## src/rtl/bbc_pkg.sv

```systemverilog
package bbc_pkg;

    typedef enum logic [1:0] {
        TST_IDLE = 2'd0,
        TST_LOAD = 2'd1,
        TST_GAP  = 2'd2
    } tst_state_t;

    typedef struct packed {
        logic below_rst;
        logic below_batt;
        logic back_above;
    } sw_flags_t;

    function automatic int cnt_width(input int a, input int b);
        int m;
        m = (a > b) ? a : b;
        return (m < 2) ? 1 : $clog2(m);
    endfunction

endpackage

```

## src/rtl/bbc_seal.sv

```systemverilog
module bbc_seal (
    input  logic clk,
    input  logic rst,
    input  logic main_present,
    input  logic seal_rearm,
    output logic sealed
);
    always_ff @(posedge clk) begin
        if (rst)
            sealed <= 1'b1;
        else if (main_present)
            sealed <= 1'b0;
        else if (seal_rearm)
            sealed <= 1'b1;
    end

    // a re-arm request is ignored while main power is present
    assert_rearm_ignored_R5: assert property (@(posedge clk) disable iff (rst)
        main_present |=> !sealed);

    // the seal can only be set by reset or a re-arm request
    assert_seal_source_R4: assert property (@(posedge clk) disable iff (rst)
        $rose(sealed) |-> $past(seal_rearm));
endmodule

```

## src/rtl/bbc_switch.sv

```systemverilog
module bbc_switch
    import bbc_pkg::*;
(
    input  logic      clk,
    input  logic      rst,
    input  sw_flags_t flags,
    input  logic      sealed,
    output logic      in_backup
);
    logic enter_ok;

    assign enter_ok = flags.below_rst && flags.below_batt && !sealed;

    always_ff @(posedge clk) begin
        if (rst)
            in_backup <= 1'b0;
        else if (sealed)
            in_backup <= 1'b0;
        else if (!in_backup)
            in_backup <= enter_ok;
        else if (flags.back_above)
            in_backup <= 1'b0;
    end

    // entry needs both supply conditions together
    assert_enter_needs_both_R1: assert property (@(posedge clk) disable iff (rst)
        $rose(in_backup) |-> $past(flags.below_rst && flags.below_batt));

    // a sealed controller is out of backup on the next edge
    assert_seal_blocks_R4: assert property (@(posedge clk) disable iff (rst)
        sealed |=> !in_backup);

    // backup is left only through the return flag or the seal
    assert_exit_cause_R2: assert property (@(posedge clk) disable iff (rst)
        $fell(in_backup) |-> $past(flags.back_above || sealed));
endmodule

```

## src/rtl/bbc_tester.sv

```systemverilog
module bbc_tester
    import bbc_pkg::*;
#(
    parameter int TEST_TICKS   = 3,
    parameter int PERIOD_TICKS = 5
) (
    input  logic clk,
    input  logic rst,
    input  logic tick,
    input  logic main_present,
    input  logic in_backup,
    input  logic batt_low,
    output logic load_en,
    output logic ok
);
    localparam int CW = cnt_width(TEST_TICKS, PERIOD_TICKS);
    localparam logic [CW-1:0] LOAD_LAST = CW'(TEST_TICKS - 1);
    localparam logic [CW-1:0] GAP_LAST  = CW'(PERIOD_TICKS - 1);

    tst_state_t    st;
    logic [CW-1:0] cnt;
    logic          ok_q;

    always_ff @(posedge clk) begin
        if (rst) begin
            st   <= TST_IDLE;
            cnt  <= '0;
            ok_q <= 1'b0;
        end else if (in_backup || !main_present) begin
            st  <= TST_IDLE;
            cnt <= '0;
            if (in_backup)
                ok_q <= 1'b0;
        end else begin
            case (st)
                TST_IDLE: begin
                    st  <= TST_LOAD;
                    cnt <= '0;
                end
                TST_LOAD: if (tick) begin
                    if (cnt == LOAD_LAST) begin
                        st   <= TST_GAP;
                        cnt  <= '0;
                        ok_q <= !batt_low;
                    end else begin
                        cnt <= cnt + 1'b1;
                    end
                end
                TST_GAP: if (tick) begin
                    if (cnt == GAP_LAST) begin
                        st  <= TST_LOAD;
                        cnt <= '0;
                    end else begin
                        cnt <= cnt + 1'b1;
                    end
                end
                default: begin
                    st  <= TST_IDLE;
                    cnt <= '0;
                end
            endcase
        end
    end

    assign load_en = (st == TST_LOAD) && !in_backup;
    assign ok      = ok_q && !in_backup;

    // the test load is only applied after a cycle with main power
    assert_load_powered_R6: assert property (@(posedge clk) disable iff (rst)
        load_en |-> $past(main_present));

    // backup clears the held result by the next edge
    assert_backup_clears_R9: assert property (@(posedge clk) disable iff (rst)
        in_backup |=> !ok_q);

    // the result only moves at the end of a test window or in backup
    assert_ok_held_R8: assert property (@(posedge clk) disable iff (rst)
        (!in_backup && st != TST_LOAD) |=> $stable(ok_q));
endmodule

```

## src/rtl/batt_backup_ctrl.sv

```systemverilog
module batt_backup_ctrl
    import bbc_pkg::*;
#(
    parameter int TEST_TICKS   = 3,
    parameter int PERIOD_TICKS = 5
) (
    input  logic clk,
    input  logic rst,
    input  logic tick,
    input  logic main_below_rst,
    input  logic main_below_batt,
    input  logic main_return,
    input  logic main_present,
    input  logic batt_low,
    input  logic seal_rearm,
    output logic batt_on,
    output logic batt_ok,
    output logic test_load_en,
    output logic sel_batt
);
    sw_flags_t flags;
    logic      sealed;
    logic      in_backup;

    assign flags = '{below_rst: main_below_rst,
                     below_batt: main_below_batt,
                     back_above: main_return};

    bbc_seal u_seal (
        .clk          (clk),
        .rst          (rst),
        .main_present (main_present),
        .seal_rearm   (seal_rearm),
        .sealed       (sealed)
    );

    bbc_switch u_switch (
        .clk       (clk),
        .rst       (rst),
        .flags     (flags),
        .sealed    (sealed),
        .in_backup (in_backup)
    );

    bbc_tester #(
        .TEST_TICKS   (TEST_TICKS),
        .PERIOD_TICKS (PERIOD_TICKS)
    ) u_tester (
        .clk          (clk),
        .rst          (rst),
        .tick         (tick),
        .main_present (main_present),
        .in_backup    (in_backup),
        .batt_low     (batt_low),
        .load_en      (test_load_en),
        .ok           (batt_ok)
    );

    assign batt_on  = in_backup;
    assign sel_batt = in_backup;

    // the indicator and the switch select never disagree
    assert_on_matches_select_R3: assert property (@(posedge clk) disable iff (rst)
        batt_on == sel_batt);

    // no test load and no OK indication while on battery
    assert_quiet_in_backup_R9: assert property (@(posedge clk) disable iff (rst)
        batt_on |-> (!test_load_en && !batt_ok));
endmodule

```

## config.mk

```make
export PLATFORM = sky130hd
export DESIGN_NAME = batt_backup_ctrl
export DESIGN_NICKNAME = d
export VERILOG_FILES = /design/src/rtl/bbc_pkg.sv /design/src/rtl/bbc_seal.sv /design/src/rtl/bbc_switch.sv /design/src/rtl/bbc_tester.sv /design/src/rtl/batt_backup_ctrl.sv
export SDC_FILE = /design/constraint.sdc
export NUM_CORES = 1
export LEC_CHECK = 0
export BUFFER_PORTS_ARGS = -buffer_cell sky130_fd_sc_hd__buf_2
export CORE_AREA = 2 2 39 41
export DETAILED_ROUTE_END_ITERATION = 8
export DIE_AREA = 0 0 41 43
export SLEW_MARGIN = 10
export SYNTH_ARGS = -nofsm -noshare
export SYNTH_HDL_FRONTEND = slang
export SYNTH_SLANG_ARGS = --single-unit
export TNS_END_PERCENT = 20
```

## constraint.sdc

```tcl
create_clock -name clk -period 4.4 [get_ports clk]
set_clock_uncertainty 0.15 [all_clocks]
set_input_delay 0.88 -clock clk [delete_from_list [all_inputs] [get_ports clk]]
set_output_delay 0.88 -clock clk [all_outputs]
set_load 0.1 [all_outputs]
```

==> After elaboration in Yosys (flattened, before gate mapping) <==
Cells that the tools add are included.
{ "totals": {"reg_bits": 8, "output_inout_bits": 4, "input_bits": 9} }
{ "classes": {"eq_ne": 9, "addsub": 1, "n_mux": 19, "n_reduce_logical": 19} }
{ "ops": {"columns": ["op", "n"], "rows": [
  ["$mux W3", 4],
  ["$mux W1", 9],
  ["$mux W2", 4],
  ["$reduce_and A4 Y1", 2],
  ["$reduce_bool A2 Y1", 4],
  ["$ne A2 B2 Y1 const B", 3],
  ["$pmux W2 S3", 1],
  ["$pmux W3 S2", 1],
  ["$logic_and A1 B1 Y1", 4],
  ["$logic_not A1 Y1", 4],
  ["$ne A2 B1 Y1 const B", 2],
  ["$reduce_or A2 Y1", 2],
  ["$add A3 B1 Y3 const B", 1],
  ["$eq A3 B2 Y1 const B", 1],
  ["$eq A3 B3 Y1 const B", 1],
  ["$eq A2 B1 Y1 const B", 1],
  ["$eq A2 B2 Y1 const B", 1],
  ["$logic_not A2 Y1", 1],
  ["$reduce_and A2 Y1", 1],
  ["$logic_or A1 B1 Y1", 1]
]} }

==> Logic depth before layout (Yosys ltp) <==
{ "logic_depth": {"ltp_word": 5, "depth_mapped": 5, "depth_no_buf": 5} }

==> By module <==
From an unflattened synthesis, not the netlist that was laid out.
{ "hier_totals": {"cells_unflattened": 57, "area_unflattened_um2": 553.0} }
{ "by_module_without_submodules": {"columns": ["module", "area_per_inst_um2", "n_inst", "cells_per_inst", "seq_area_each_um2"], "rows": [
  ["bbc_tester", 451.7, 1, 49, 120.1],
  ["bbc_switch", 58.8, 1, 4, 20.0],
  ["bbc_seal", 35.0, 1, 3, 20.0],
  ["batt_backup_ctrl", 7.5, 1, 1, 0.0]
]} }

==> Worst setup path before layout <==
Ideal clock, no wire load.
{ "synth_timing": {"path_kind": "reg-to-output", "startpoint": "register u_switch.in_backup", "endpoint": "output port batt_ok", "path_buffers": 0, "path_slack_ns": 1.757, "path_stages_with_launch": 2, "t_arrival_ns": 1.613, "required_time_ns": 3.370, "path_cell_list": "dfxtp_1 > and2b_1"} }
{ "synth_between": {"elab_chain_len": 2} }
{ "synth_rtl": {"columns": ["item", "line_no", "source"], "rows": [
  ["start: declaration", "bbc_switch.sv:8", "output logic in_backup"],
  ["start signal: assignment", "bbc_switch.sv:20", "in_backup <= enter_ok;"],
  ["$logic_not A1 Y1", "bbc_tester.sv:66", "assign ok = ok_q && !in_backup;"],
  ["$logic_and A1 B1 Y1", "bbc_tester.sv:66", null],
  ["end: declaration", "batt_backup_ctrl.sv:17", "output logic batt_ok,"]
]} }
No other way between the ends.

==> Worst setup path in the final report <==
{ "layout_timing": {"startpoint": "register u_tester.st[1]", "endpoint": "output port test_load_en"} }
{ "layout_between": {"elab_chain_len": 2} }
{ "layout_rtl": {"columns": ["item", "line_no", "source"], "rows": [
  ["start: declaration", "bbc_tester.sv:20", "tst_state_t st;"],
  ["start signal: assignment", "bbc_tester.sv:26", "st <= TST_IDLE;"],
  ["start signal: assignment", "bbc_tester.sv:30", "st <= TST_IDLE;"],
  ["start signal: assignment", "bbc_tester.sv:37", "st <= TST_LOAD;"],
  ["$eq A2 B1 Y1", "bbc_tester.sv:65", "assign load_en = (st == TST_LOAD) && !in_backup;"],
  ["$logic_and A1 B1 Y1", "bbc_tester.sv:65", null],
  ["end: declaration", "batt_backup_ctrl.sv:18", "output logic test_load_en,"]
]} }
No other way between the ends.

==> results by group <==
Outcome
  • Status: finished clean

Final layout
  • Footprint of the multi-input gates: 323 µm²
  • Fill cell count: 147
  • # diodes: 0
  • Nets: 87
  • Layout area overhead: 18.7%
  • Share of cells above drive strength 1: 30.4%
  • Register area: 160 µm²

Critical path
  • Critical Path Slowest Stage Cell: buf_2
  • Worst path max stage delay: 0.41 ns
  • Crit path cell chain: inv_1, ha_1, and2b_1, buf_2
  • CP max FO: 6
  • R2r startpoint: u_tester.st[1]$_SDFFE_PP0P_
  • Startpoint types: register
  • Reg2Reg Depth: 5
  • Critical Path Source: u_tester.st[1]$_SDFFE_PP0P_
  • Arr. time, crit path: 1.48 ns
  • CP Data Required Time: 3.37 ns
  • Crit end category: primary output
  • CP Class: reg2out

Power
  • Seq pwr share: 48.3%
  • Power per cell area: 258 nW/µm²
  • Leak: 0.000279 µW
  • Peak supply drop: 0.120 mV
  • Clock power frac: 35.7%
  • Gate power share: 16.0%
  • Cell internal pwr: 115 µW
  • Net switching power figure: 41.3 µW
  • Switching share of power: 26.4%
  • Pwr Total: 156 µW

Clocking
  • Post-CTS Setup Repair Bufs: 0
  • Root Driver: clkbuf_4
  • Clk sinks: 8
  • CTS clock-pin slew for the worst setup and hold paths: 0.06 ns
  • CTS Hold Bufs: 0
  • Worst-Skew Late Latency: 0.25 ns
  • Bufs on Longest Clock Path: 2
  • Post-CTS Resized: 0
  • H-tree levels: 1
  • CTS tree: yes
  • CTS Buf Count: 3

GRT
  • First-pass GRT wire length: 1700 µm
  • Initial antenna violation count: 0
  • Number of global-route vias before repair: 413
  • GRT overflow: 0
  • Largest net degree at the start of global routing: 8
  • Total GRT Usage: 14.5%

Synth
  • Sequential element share of the synthesized area: 31.4%
  • Synth Area in Compound Gates: 14.5%
  • Register bit count reported by yosys: 8
  • Adder-Cell Fraction of Synth Area: 17.2%
  • Syn_area_per_cell: 9.26 µm²
  • Combinational family with the most area after synthesis: simple AND/OR/NAND/NOR gates
  • Post-synthesis net count: 71
  • Synthesis Warnings: 0
  • Cells after synthesis: 55
  • Number of flops mapped to enable cells by yosys: 0
  • Post-Synth Simple-Gate Area: 29.5%
  • Primary FF master, synth: dfxtp_1
  • Post-Syn Area: 509 µm²
  • Distinct cells, synth: 26
  • Ys async rst share: 0%
  • Multiplexer share of the synthesized area: 2.21%
  • Xor/xnor share of the synthesized area: 0%

Drt
  • DRC: 0
  • DRT iter0 DRCs: 7
  • Routed Antenna Nets: 0
  • 1st-pass router iterations: 4
  • Via density per instance: 5.18
  • DR vias: 440
  • WL final: 1020 µm
  • Routed WL per cell: 12.0 µm

Hold path
  • Cells on Worst Hold Path: 1
  • Worst hold path startpoint: u_seal.sealed$_SDFFE_PP1P_
  • Worst hold path type: reg2reg

STA
  • Final setup violation count: 0
  • Minimum clock period: 2.51 ns
  • Fin. Hold Viols: 0
  • RSZ-0062 raised after global routing: false
  • Rel. slew slack: 67.6%
  • Worst-Margin Slew: 0.489 ns
  • Final setup TNS: 0 ns
  • Part of the cycle the worst path needs: 57.0%
  • Fmax: 399 MHz
  • Slew Limit Fails: 0

Flow run
  • # Max-Cap Violations: 0

Placement
  • IO buf count: 12
  • RePlAce Congestion: 0.741
  • DPL Wire Length: 824 µm

Floorplanning
  • Chip height: 43 µm
  • Die footprint: 1760 µm²
  • Die width: 41 µm
  • Initial Utilization: 36.8%
  • Row count: 14
  • I/O Pins: 13
  • Core area: 1380 µm²
-- worst max-delay path: cells and delay by family (launching register included) --
family / cells / cell delay (ns)
adder cells (fa/ha/maj): 1 / 0.24
buffers and inverters: 2 / 0.50
flip-flops: 1 / 0.34
AND/OR/NAND/NOR: 1 / 0.14
-- worst paths after layout --
check | endpoint | slack [ns]
max | test_load_en | 1.89
min | u_switch.in_backup$_SDFF_PP0_ | 0.27
min reg2reg | u_switch.in_backup$_SDFF_PP0_ | 0.27
max reg2reg | u_tester.st[0]$_SDFFE_PP0P_ | 2.65
-- cells in the mapped netlist (all sizes together) (2+ instances only) --
cell | n | area share (%)
nand3 | 2 | 2.0
ha | 7 | 17
inv | 5 | 3.7
nand4b | 3 | 6.4
nand2 | 3 | 2.2
dfxtp | 8 | 31
a21oi | 5 | 4.9
nor2 | 3 | 2.2
and2b | 2 | 2.9
o21bai | 2 | 2.9
-- cell families (layout without fill, tap and decap cells) --
logic type | Yosys count | in the layout
compound gates | 11 | 11
simple gates | 22 | 22
mux | 1 | 1
buf+inv | 6 | 20
fa+ha+maj | 7 | 7
flops | 8 | 8
-- area by class of cell --
class | instances | area share [%]
clock buffer | 3 | 3.73
tap | 16 | 3.31
sequential | 8 | 26.5
multi-input combinational | 41 | 53.4
inverter | 5 | 3.11
timing repair buffer | 12 | 9.94
-- routing by layer --
layer  track usage [%]  wire, µm  vias up
met5                 0         0        -
met1              18.4       493      207
li1                  -         -      229
met4              10.0         0        0
met3              4.71        27        0
met2              20.0       498        4
-- flip-flops by register name, indices dropped and copies added, names as in the netlist --
name and count:
u_tester.ok_q 1, u_tester.cnt 3, u_seal.sealed 1, u_tester.st 2
u_switch.in_backup 1
-- through the flow --
step	utilization (%)	instance area, µm²	cells	worst slack [ns]	hold WS, ns
detailed placement	42.0	582	82	2.16	0.257
floorplan	-	509	55	1.76	0.248
global placement	42.0	582	82	2.22	0.258
finish	43.7	604	85	1.89	0.266
CTS	43.7	604	85	1.88	0.266
global route	43.7	604	85	1.81	0.286
-- cell usage in the layout (no fill, tap or decap), types with 2 or more instances in the layout --
cell,n
a21oi_1,5
nor2_1,3
and2b_1,2
nand2_1,3
nand4b_1,2
dfxtp_1,8
inv_1,5
buf_2,12
o21bai_1,2
clkbuf_4,3
ha_1,7
nand3_1,2
-- power by group through the flow --
stage / Clock, µW / Combinational (µW) / Sequential [µW]
after detailed placement: 0 / 25.0 / 76.9
after floorplan: 0 / 16.5 / 78.0
final: 55.7 / 25.0 / 75.3
after global routing: 62.5 / 27.2 / 75.5
after global placement: 0 / 24.8 / 76.8
after CTS: 59.7 / 25.1 / 75.3
Note: power is estimated with default switching activity, not from simulation.
